--- config.mk ---
export PLATFORM = sky130hd
export DESIGN_NAME = card_power_seq
export DESIGN_NICKNAME = d
export VERILOG_FILES = /design/src/rtl/cpwr_pkg.sv /design/src/rtl/cpwr_rst_sync.sv /design/src/rtl/cpwr_ctrl_reg.sv /design/src/rtl/cpwr_lockout.sv /design/src/rtl/cpwr_pad_drive.sv /design/src/rtl/card_power_seq.sv
export SDC_FILE = /design/constraint.sdc
export NUM_CORES = 1
export LEC_CHECK = 0
export CORE_ASPECT_RATIO = 1.2
export CORE_MARGIN = 5
export CORE_UTILIZATION = 43
export CTS_CLUSTER_SIZE = 14
export DETAILED_ROUTE_END_ITERATION = 16
export PLACE_DENSITY = 0.84
export REMOVE_ABC_BUFFERS = 1
export SLEW_MARGIN = 30
export SYNTH_ARGS = -nofsm -noshare
export SYNTH_HDL_FRONTEND = slang
export SYNTH_SLANG_ARGS = --single-unit
--- constraint.sdc ---
create_clock -name clk -period 2.95 [get_ports clk]
set_input_delay 0.295 -clock clk [delete_from_list [all_inputs] [get_ports clk]]
set_output_delay 0.295 -clock clk [all_outputs]
set_load 0.1 [all_outputs]
--- src/rtl/cpwr_pkg.sv ---
package cpwr_pkg;

  typedef enum logic [1:0] {
    PWR_OFF   = 2'b00,
    PWR_RSVD  = 2'b01,
    PWR_CYCLE = 2'b10,
    PWR_ON    = 2'b11
  } pwr_mode_e;

  typedef struct packed {
    logic      dir_pol;
    logic      vsw_en;
    logic      vsw;
    pwr_mode_e mode;
  } pwr_ctrl_t;

  localparam int CTRL_W = $bits(pwr_ctrl_t);

  typedef enum logic [1:0] {
    DRV_LOW     = 2'b00,
    DRV_HIGH    = 2'b01,
    DRV_RELEASE = 2'b10
  } drive_e;

endpackage

--- src/rtl/cpwr_rst_sync.sv ---
module cpwr_rst_sync #(
  parameter int STAGES = 2
) (
  input  logic clk,
  input  logic arst_n,
  output logic srst_n
);

  logic [STAGES-1:0] sync_q;
  logic [STAGES-1:0] sync_d;

  always_comb begin
    sync_d = {sync_q[STAGES-2:0], 1'b1};
  end

  always_ff @(posedge clk or negedge arst_n) begin
    if (!arst_n) sync_q <= '0;
    else         sync_q <= sync_d;
  end

  assign srst_n = sync_q[STAGES-1];

endmodule

--- src/rtl/cpwr_ctrl_reg.sv ---
module cpwr_ctrl_reg
  import cpwr_pkg::*;
(
  input  logic              clk,
  input  logic              rst_n,
  input  logic              wr_en,
  input  logic [CTRL_W-1:0] wr_data,
  output pwr_ctrl_t         ctrl_q
);

  pwr_ctrl_t ctrl_d;

  always_comb begin
    ctrl_d = ctrl_q;
    if (wr_en) ctrl_d = pwr_ctrl_t'(wr_data);
  end

  always_ff @(posedge clk or negedge rst_n) begin
    if (!rst_n) ctrl_q <= '0;
    else        ctrl_q <= ctrl_d;
  end


  wr_store_chk: assert property (@(posedge clk) disable iff (!rst_n)
    wr_en |=> (ctrl_q == $past(wr_data)));


  hold_chk: assert property (@(posedge clk) disable iff (!rst_n)
    !wr_en |=> $stable(ctrl_q));

endmodule

--- src/rtl/cpwr_lockout.sv ---
module cpwr_lockout #(
  parameter int LOCK_CLKS = 74
) (
  input  logic clk,
  input  logic rst_n,
  input  logic power_on,
  input  logic tick,
  output logic ready
);

  localparam int CW = $clog2(LOCK_CLKS + 1);
  localparam logic [CW-1:0] LOCK_VAL = CW'(LOCK_CLKS);

  logic [CW-1:0] cnt_q;
  logic [CW-1:0] cnt_d;
  logic          cnt_en;

  always_comb begin
    cnt_en = tick && (cnt_q != LOCK_VAL);
    if (!power_on)   cnt_d = '0;
    else if (cnt_en) cnt_d = cnt_q + 1'b1;
    else             cnt_d = cnt_q;
  end

  always_ff @(posedge clk or negedge rst_n) begin
    if (!rst_n) cnt_q <= '0;
    else        cnt_q <= cnt_d;
  end

  assign ready = power_on && (cnt_q == LOCK_VAL);


  cnt_cap_chk: assert property (@(posedge clk) disable iff (!rst_n)
    cnt_q <= LOCK_VAL);


  cnt_step_chk: assert property (@(posedge clk) disable iff (!rst_n)
    (power_on && $past(power_on)) |->
      ((cnt_q == $past(cnt_q)) || (cnt_q == $past(cnt_q) + 1'b1)));


  idle_clear_chk: assert property (@(posedge clk) disable iff (!rst_n)
    !power_on |=> (cnt_q == '0));


  entry_not_ready_chk: assert property (@(posedge clk) disable iff (!rst_n)
    (power_on && !$past(power_on)) |-> !ready);

endmodule

--- src/rtl/cpwr_pad_drive.sv ---
module cpwr_pad_drive
  import cpwr_pkg::*;
#(
  parameter int DATA_W = 8
) (
  input  pwr_mode_e         mode,
  input  logic              ready,
  output logic              ck_force,
  output logic              ck_level,
  output logic              cmd_force,
  output logic              cmd_level,
  output logic [DATA_W-1:0] dat_force,
  output logic [DATA_W-1:0] dat_level
);

  drive_e ck_drv;
  drive_e line_drv;
  logic   line_force;
  logic   line_level;

  always_comb begin
    unique case (mode)
      PWR_CYCLE: begin
        ck_drv   = DRV_LOW;
        line_drv = DRV_LOW;
      end
      PWR_ON: begin
        ck_drv   = DRV_RELEASE;
        line_drv = ready ? DRV_RELEASE : DRV_HIGH;
      end
      default: begin
        ck_drv   = DRV_HIGH;
        line_drv = DRV_HIGH;
      end
    endcase
  end

  assign ck_force   = (ck_drv != DRV_RELEASE);
  assign ck_level   = (ck_drv == DRV_HIGH);
  assign line_force = (line_drv != DRV_RELEASE);
  assign line_level = (line_drv == DRV_HIGH);
  assign cmd_force  = line_force;
  assign cmd_level  = line_level;

  for (genvar i = 0; i < DATA_W; i++) begin : g_lane
    assign dat_force[i] = line_force;
    assign dat_level[i] = line_level;
  end

endmodule

--- src/rtl/card_power_seq.sv ---
module card_power_seq
  import cpwr_pkg::*;
#(
  parameter int LOCK_CLKS = 74,
  parameter int DATA_W    = 8,
  parameter int SYNC_FF   = 2
) (
  input  logic              clk,
  input  logic              rst_n,
  input  logic              card_tick,
  input  logic              wr_en,
  input  logic [4:0]        wr_data,
  output logic [4:0]        rd_data,
  output logic              ck_force,
  output logic              ck_level,
  output logic              cmd_force,
  output logic              cmd_level,
  output logic [DATA_W-1:0] dat_force,
  output logic [DATA_W-1:0] dat_level,
  output logic              ready,
  output logic              dir_pol,
  output logic              vswitch,
  output logic              vswitch_en
);

  logic      srst_n;
  pwr_ctrl_t ctrl_q;
  logic      power_on;

  cpwr_rst_sync #(.STAGES(SYNC_FF)) u_rst (
    .clk    (clk),
    .arst_n (rst_n),
    .srst_n (srst_n)
  );

  cpwr_ctrl_reg u_reg (
    .clk     (clk),
    .rst_n   (srst_n),
    .wr_en   (wr_en),
    .wr_data (wr_data),
    .ctrl_q  (ctrl_q)
  );

  assign power_on = (ctrl_q.mode == PWR_ON);

  cpwr_lockout #(.LOCK_CLKS(LOCK_CLKS)) u_lock (
    .clk      (clk),
    .rst_n    (srst_n),
    .power_on (power_on),
    .tick     (card_tick),
    .ready    (ready)
  );

  cpwr_pad_drive #(.DATA_W(DATA_W)) u_pad (
    .mode      (ctrl_q.mode),
    .ready     (ready),
    .ck_force  (ck_force),
    .ck_level  (ck_level),
    .cmd_force (cmd_force),
    .cmd_level (cmd_level),
    .dat_force (dat_force),
    .dat_level (dat_level)
  );

  assign rd_data    = ctrl_q;
  assign dir_pol    = ctrl_q.dir_pol;
  assign vswitch    = ctrl_q.vsw;
  assign vswitch_en = ctrl_q.vsw_en;


  ready_release_chk: assert property (@(posedge clk) disable iff (!srst_n)
    ready |-> (!cmd_force && !ck_force && (dat_force == '0)));


  cycle_low_chk: assert property (@(posedge clk) disable iff (!srst_n)
    (rd_data[1:0] == 2'b10) |-> (ck_force && !ck_level && !cmd_level && (dat_level == '0)));


  exit_drop_chk: assert property (@(posedge clk) disable iff (!srst_n)
    (rd_data[1:0] != 2'b11) |-> (!ready && cmd_force));

endmodule

==> metrics.cfg, run 1 <==
[die]
num_rows=17
num_io_pins=38
die_area_um2=2830
start_util=0.444
fp.coreArea_um2=1810
die_h_um=57.3
die_x_um=49.4

[setup_path]
r2r_start=u_lock.cnt_q[4]
cp-start-kind=flip-flop
r2r_setup_slack_ps=1540
rr_endpoint=u_lock.cnt_q[0]
cp_data_arrival_time_ps=2080
r2r_cells=3
worstPathMaxFanout=9
critical_path_class=flip-flop to output pin
endpoint_kind=output pin
worstPathRequired_ps=2650

[run]
cap_violations=0

[drt]
drt_iter0_drc=6
vias_per_cell=5.31
drt-pass1-iter-count=2
routedWlPerCell_um=13.8
drtAntennaViolNets=0
drc=0
totalWireLength_um=1670
vias=643

[synth]
syn_inst=81
muxShareOfSynthArea=0.0546
ys_warn_count=0
synth_simple_gate_area_frac=0.148
synth-edff-count=0
synth_top_family_by_area=buffers and inverters
yosys-top-cells-area=dfrtp_1 44%, buf_4 18%, mux2_2 4.2%
avgSynthCellArea_um2=9.90
synth_async_sr_flop_share=1.00
synth_xor_area_frac=0.0218
synth_compound_area_frac=0.0967
yosysTopAreaCellShare=0.437
synth_top_area_cell=dfrtp_1
yosysSeqAreaShare=0.437
synth-seq-cells=14
yosys_most_used_dff=dfrtp_1
netlist_area_um2=802
synthAdderAreaFrac=0.0312
ys_types=25

[cells_and_area]
area_growth_pct=26.4
design_area_um2=1010
finalNonFillerCells=121
drive_gt1_frac=0.392
multi_input_area_um2=287
fillCellCount=148
final_util=0.561
seq_area_um2=350
fin_nets=114
num_antenna_cells=0

[sta]
fmax_ghz=0.422
fin_crit_ps=2370
maxSlewHeadroom=0.624
setup_viol=0
finClkSkew_ps=0.713
setup_slack_ps=579
worstMarginPinSlew_ps=560
maxSlewViolCount=0
fin_crit_sh=0.804
finalHoldViolations=0
rsz0062_at_grt=false

[clocking]
clockRootBuffer=clkbuf_4
cts_hold_buffers=0
insertion_delay_ps=280
htreeDepth=1
cts_buffer_depth=2
cts_buffers=3
cts.clk_slew.worst_paths_ps=80
ctsResizeCount=0
clkSinkCount=14
cts_tree=built
cts_setup_buffers=0

[pwr]
power.density_nw_per_um2=596
p_leak_uw=0.000474
irDropWorstVdd_uv=388
finalPower_uw=604

[placed_design]
placedCellCount=117
dp_slack_ps=887
io_buffers=37
dp_hpwl_um=1310
dpl_cell_area_um2=977
place.gp.congestion=0.695

[global_route]
grt_util_met3=0.0287
grt_usage=0.129
top_usage_layer=met2
grt_pass1_vias=713
grt_use_met2=0.217
antenna_found_initial=0
grt_max_degree=13
grt_pass1_wl_um=2880
met1_usage=0.151
globalRouteOverflowTotal=0

[worst_hold_path]
min_path_type=primary input to async pin

[run_status]
status=completed

==> registers in the layout, summed over array words and instances (netlist names) <==
signal / count
u_lock.cnt_q: 7
u_reg.ctrl_q: 5
u_rst.sync_q: 2
==> final cells by class <==
cell class              instances  area share
clock buffers                   4      0.0358
inverters                       5      0.0185
multi-input cells              42       0.283
flip-flops and latches         14       0.346
well taps                      19      0.0235
repair buffers                 37       0.294
==> layout by cell type, fill, tap and decap left out, types with 2 or more instances in the layout <==
master / count
o21ai_0: 4
ha_1: 2
nor2_1: 2
or3_1: 2
a21oi_1: 3
mux2_2: 3
dfrtp_1: 14
buf_4: 29
nand2_1: 7
clkdlybuf4s50_1: 8
inv_1: 5
clkbuf_4: 3
xor2_1: 2
nand3_1: 5
==> how the worst max path moves through the flow <==
stage / startpoint / end / depth (start not counted)
3_3_place_gp: u_lock.cnt_q[0] / dat_level[2] / 5
2_1_floorplan: u_reg.ctrl_q[0] / cmd_level / 2
6_report: u_lock.cnt_q[0] / dat_level[2] / 5
5_1_grt: u_lock.cnt_q[0] / dat_level[2] / 5
3_5_place_dp: u_lock.cnt_q[0] / dat_level[2] / 5
4_1_cts: u_lock.cnt_q[0] / dat_level[2] / 5
==> per-layer routing <==
layer,share of wire,vias to the layer above
li1,-,298
met1,0.43,303
met2,0.46,38
met3,0.096,4
met4,0.019,0
met5,0,-
==> cells in the mapped netlist (all sizes together) (2+ instances only) <==
cell type,number
a21oi,3
buf,19
dfrtp,14
ha,2
inv,5
mux2,3
nand2,7
nand3,5
nand4,2
nor2,2
o21ai,5
or3,2
xor2,2
==> through the flow <==
stage	setup TNS [ps]	hold WS (ps)
5_1_grt	0	165
3_5_place_dp	0	209
3_3_place_gp	0	200
2_1_floorplan	-136310	-0.591
6_report	0	168
4_1_cts	0	165
==> where the power goes <==
| group | switching [µW] | internal (µW) |
|---|---|---|
| clock network | 59.8 | 75.1 |
| logic | 207 | 47.9 |
| registers | 12.8 | 201 |
==> worst max-delay path, cell delays in order, from the launching register on <==
cell and delay [ps]:
dfrtp_1 420, inv_1 80, ha_1 240, and3_1 200, o21ai_1 460, buf_4 400
==> cell families (layout without fill, tap and decap cells) <==
| family | count (synthesis) | after routing |
|---|---|---|
| fa+ha+maj | 2 | 2 |
| xor+xnor | 2 | 2 |
| simple gates | 21 | 21 |
| mux | 4 | 4 |
| compound gates | 12 | 12 |
| flops | 14 | 14 |
| buf+inv | 25 | 46 |
| other cells | 1 | 1 |
Power figures use the tool's default switching activity.
==> inputs of run 2 (changes only) <==
--- a/config.mk
+++ b/config.mk
@@ -7,10 +7,10 @@
 export LEC_CHECK = 0
 export CORE_ASPECT_RATIO = 1.2
 export CORE_MARGIN = 5
-export CORE_UTILIZATION = 43
+export CORE_UTILIZATION = 36
 export CTS_CLUSTER_SIZE = 14
 export DETAILED_ROUTE_END_ITERATION = 16
-export PLACE_DENSITY = 0.84
+export PLACE_DENSITY = 0.75
 export REMOVE_ABC_BUFFERS = 1
 export SLEW_MARGIN = 30
 export SYNTH_ARGS = -nofsm -noshare
==> constraint.sdc (replaced) <==
create_clock -name clk -period 2.1 [get_ports clk]
set_input_delay 0.21 -clock clk [delete_from_list [all_inputs] [get_ports clk]]
set_output_delay 0.21 -clock clk [all_outputs]
set_load 0.1 [all_outputs]
==> run 2 against run 1 <==
  * Clock skew up 3.0 ps
  * Routed wire length up 23%
  * Sequential share of layout area down 7.7 points
  * First-iteration DRC count up 33%
  * Combinational power up 65%
==> metrics.cfg, run 2 (synthesis gave the netlist of run 1 again) <==
[drt]
drtAntennaViolNets=0  ; unchanged
vias_per_cell=4.80  ; -9.7%
vias=648  ; +0.78%
drt_iter0_drc=8  ; +2
drc=0  ; unchanged
drt-pass1-iter-count=4  ; +2
totalWireLength_um=2050  ; +23%
routedWlPerCell_um=15.2  ; +10%

[sta]
setup_viol=0  ; unchanged
fin_crit_ps=2050
maxSlewViolCount=0  ; unchanged
rsz0062_at_grt=true
worstMarginPinSlew_ps=507  ; -53.3 ps
maxSlewHeadroom=0.662  ; +0.0380
whs_ps=84.4  ; -83.2 ps
fin_crit_sh=0.975
fmax_ghz=0.488
finalHoldViolations=0  ; unchanged
finClkSkew_ps=3.70  ; +2.99 ps
finalSetupTns_ps=0  ; unchanged

[setup_path]
cp-start-kind=flip-flop
startpoint=u_lock.cnt_q[4]
worstPathRequired_ps=1890  ; -760 ps
worstPathMaxFanout=9  ; unchanged
endpoint_kind=output pin
cp_data_arrival_time_ps=1840  ; -240 ps
critical_path_class=flip-flop to output pin
r2r_start=u_lock.cnt_q[1]

[die]
num_rows=18  ; +1
die_area_um2=3280  ; +16%
die_x_um=53.1  ; +7.4%
die_h_um=61.7  ; +7.7%
fp.coreArea_um2=2090  ; +16%
num_io_pins=38  ; unchanged
start_util=0.383  ; -0.0607

[clocking]
cts_buffers=3  ; unchanged
cts_setup_buffers=0  ; unchanged
clkSinkCount=14  ; unchanged
cts_tree=built
insertion_delay_ps=280  ; about the same
clockRootBuffer=clkbuf_4
htreeDepth=1  ; unchanged
cts.clk_slew.worst_paths_ps=80  ; about the same
cts_buffer_depth=2  ; unchanged
cts_hold_buffers=0  ; unchanged

[cells_and_area]
fillCellCount=154  ; +4.1%
num_antenna_cells=0  ; unchanged
seq_area_um2=353  ; +0.71%
regMostFlops=u_lock.cnt_q
largest_reg_flops=7  ; unchanged
design_area_um2=1320  ; +30%
drive_gt1_frac=0.448  ; +0.0555
finalNonFillerCells=135  ; +12%
multi_input_area_um2=304  ; +6.1%
layout_commonest_cell=buf_12
layout_common_cells=19 x buf_12, 12 x dfrtp_1, 11 x buf_4, 8 x clkdlybuf4s50_1, 7 x nand2_1
area_growth_pct=64.0
fin_nets=117  ; +2.6%
top_regs=u_lock.cnt_q x7, u_reg.ctrl_q x5, u_rst.sync_q x2

[global_route]
grt_pass1_wl_um=3320  ; +15%
grt_usage=0.141  ; +0.0125
globalRouteOverflowTotal=0  ; unchanged
grt_pass1_vias=726  ; +1.8%
antenna_found_initial=0  ; unchanged
grt_max_degree=13  ; unchanged

[run_status]
status=completed

[run]
cap_violations=0  ; unchanged

[worst_hold_path]
min_path_type=primary input to async pin

[placed_design]
io_buffers=37  ; unchanged
placedCellCount=130  ; +11%
dpl_cell_area_um2=1240  ; +27%
place.gp.congestion=0.784  ; +13%
dp_hpwl_um=1580  ; +20%

[pwr]
power.density_nw_per_um2=698  ; +17%
finalPower_uw=918  ; +52%
irDropWorstVdd_uv=581  ; +50%
p_leak_uw=0.000598  ; +26%

## run 2: cell count changes in the layout (fill, tap and decap cells not counted)
| cell | delta |
|---|---|
| and3_1 | -1 |
| and3_4 | +1 |
| buf_12 | +19 |
| buf_4 | -18 |
| buf_6 | +2 |
| dfrtp_1 | -2 |
| dfrtp_2 | +2 |
| nor4b_2 | -1 |
| nor4b_4 | +1 |
| o21ai_1 | -1 |
| o21ai_2 | +1 |
## run 2: final cells by class
class,instances,share of cell area
repair buffers,40,0.430
flip-flops and latches,14,0.268
multi-input cells,42,0.231
well taps,30,0.0285
clock buffers,4,0.0276
inverters,5,0.0143
## run 2: worst max-delay path: stages (launching register included)
cell and delay, ps:
dfrtp_2 450, nor4b_4 360, and3_4 250, nand3_1 110, buf_6 200, buf_12 180
## run 2: power by group
group	switching (µW)	total [µW]	internal [µW]
Combinational	306	420	114
Sequential	18.7	301	282
Clock	90.8	196	106
Total	416	918	502
## run 2: final timing paths
check	end	slack, ps	depth (start not counted)
hold / removal	u_rst.sync_q[0]	80	1
setup reg to reg	u_lock.cnt_q[6]	740	4
hold reg to reg	u_lock.cnt_q[2]	210	0
setup / recovery	dat_force[7]	50	5
min in group clk	u_rst.sync_q[1]	360	0
max in group asynchronous	u_lock.cnt_q[4]	1520	0
## run 2: metal layers
metal  routed length [µm]  track usage  up-vias
met1                  822        0.174      300
met3                  313       0.0883        2
met5                    0            0        -
met4                   19       0.0547        0
met2                  896        0.199       45
li1                     -            -      301
## run 2: through the flow
stage / setup WS (ps) / utilization
6_report: 52.3 / 0.628
5_1_grt: -14.2 / 0.628
4_1_cts: 16.8 / 0.617
3_5_place_dp: 291 / 0.594
3_3_place_gp: 340 / 0.594
2_1_floorplan: -10840 / -
## run 2: repair_timing
| action | 4_1_cts | 5_1_grt |
|---|---|---|
| setup endpoints to repair | 15 | 18 |
| pin swaps | 0 | 1 |
| resized for setup | 2 | 7 |
| gates cloned | 0 | 1 |
==> inputs of run 3 (changes only) <==
--- a/config.mk
+++ b/config.mk
@@ -8,7 +8,7 @@
 export CORE_ASPECT_RATIO = 1.2
 export CORE_MARGIN = 5
 export CORE_UTILIZATION = 36
-export CTS_CLUSTER_SIZE = 14
+export CTS_CLUSTER_SIZE = 30
 export DETAILED_ROUTE_END_ITERATION = 16
 export PLACE_DENSITY = 0.75
 export REMOVE_ABC_BUFFERS = 1
==> results of run 3 <==
The final DEF is identical to that of run 2; final timing and power are the same.
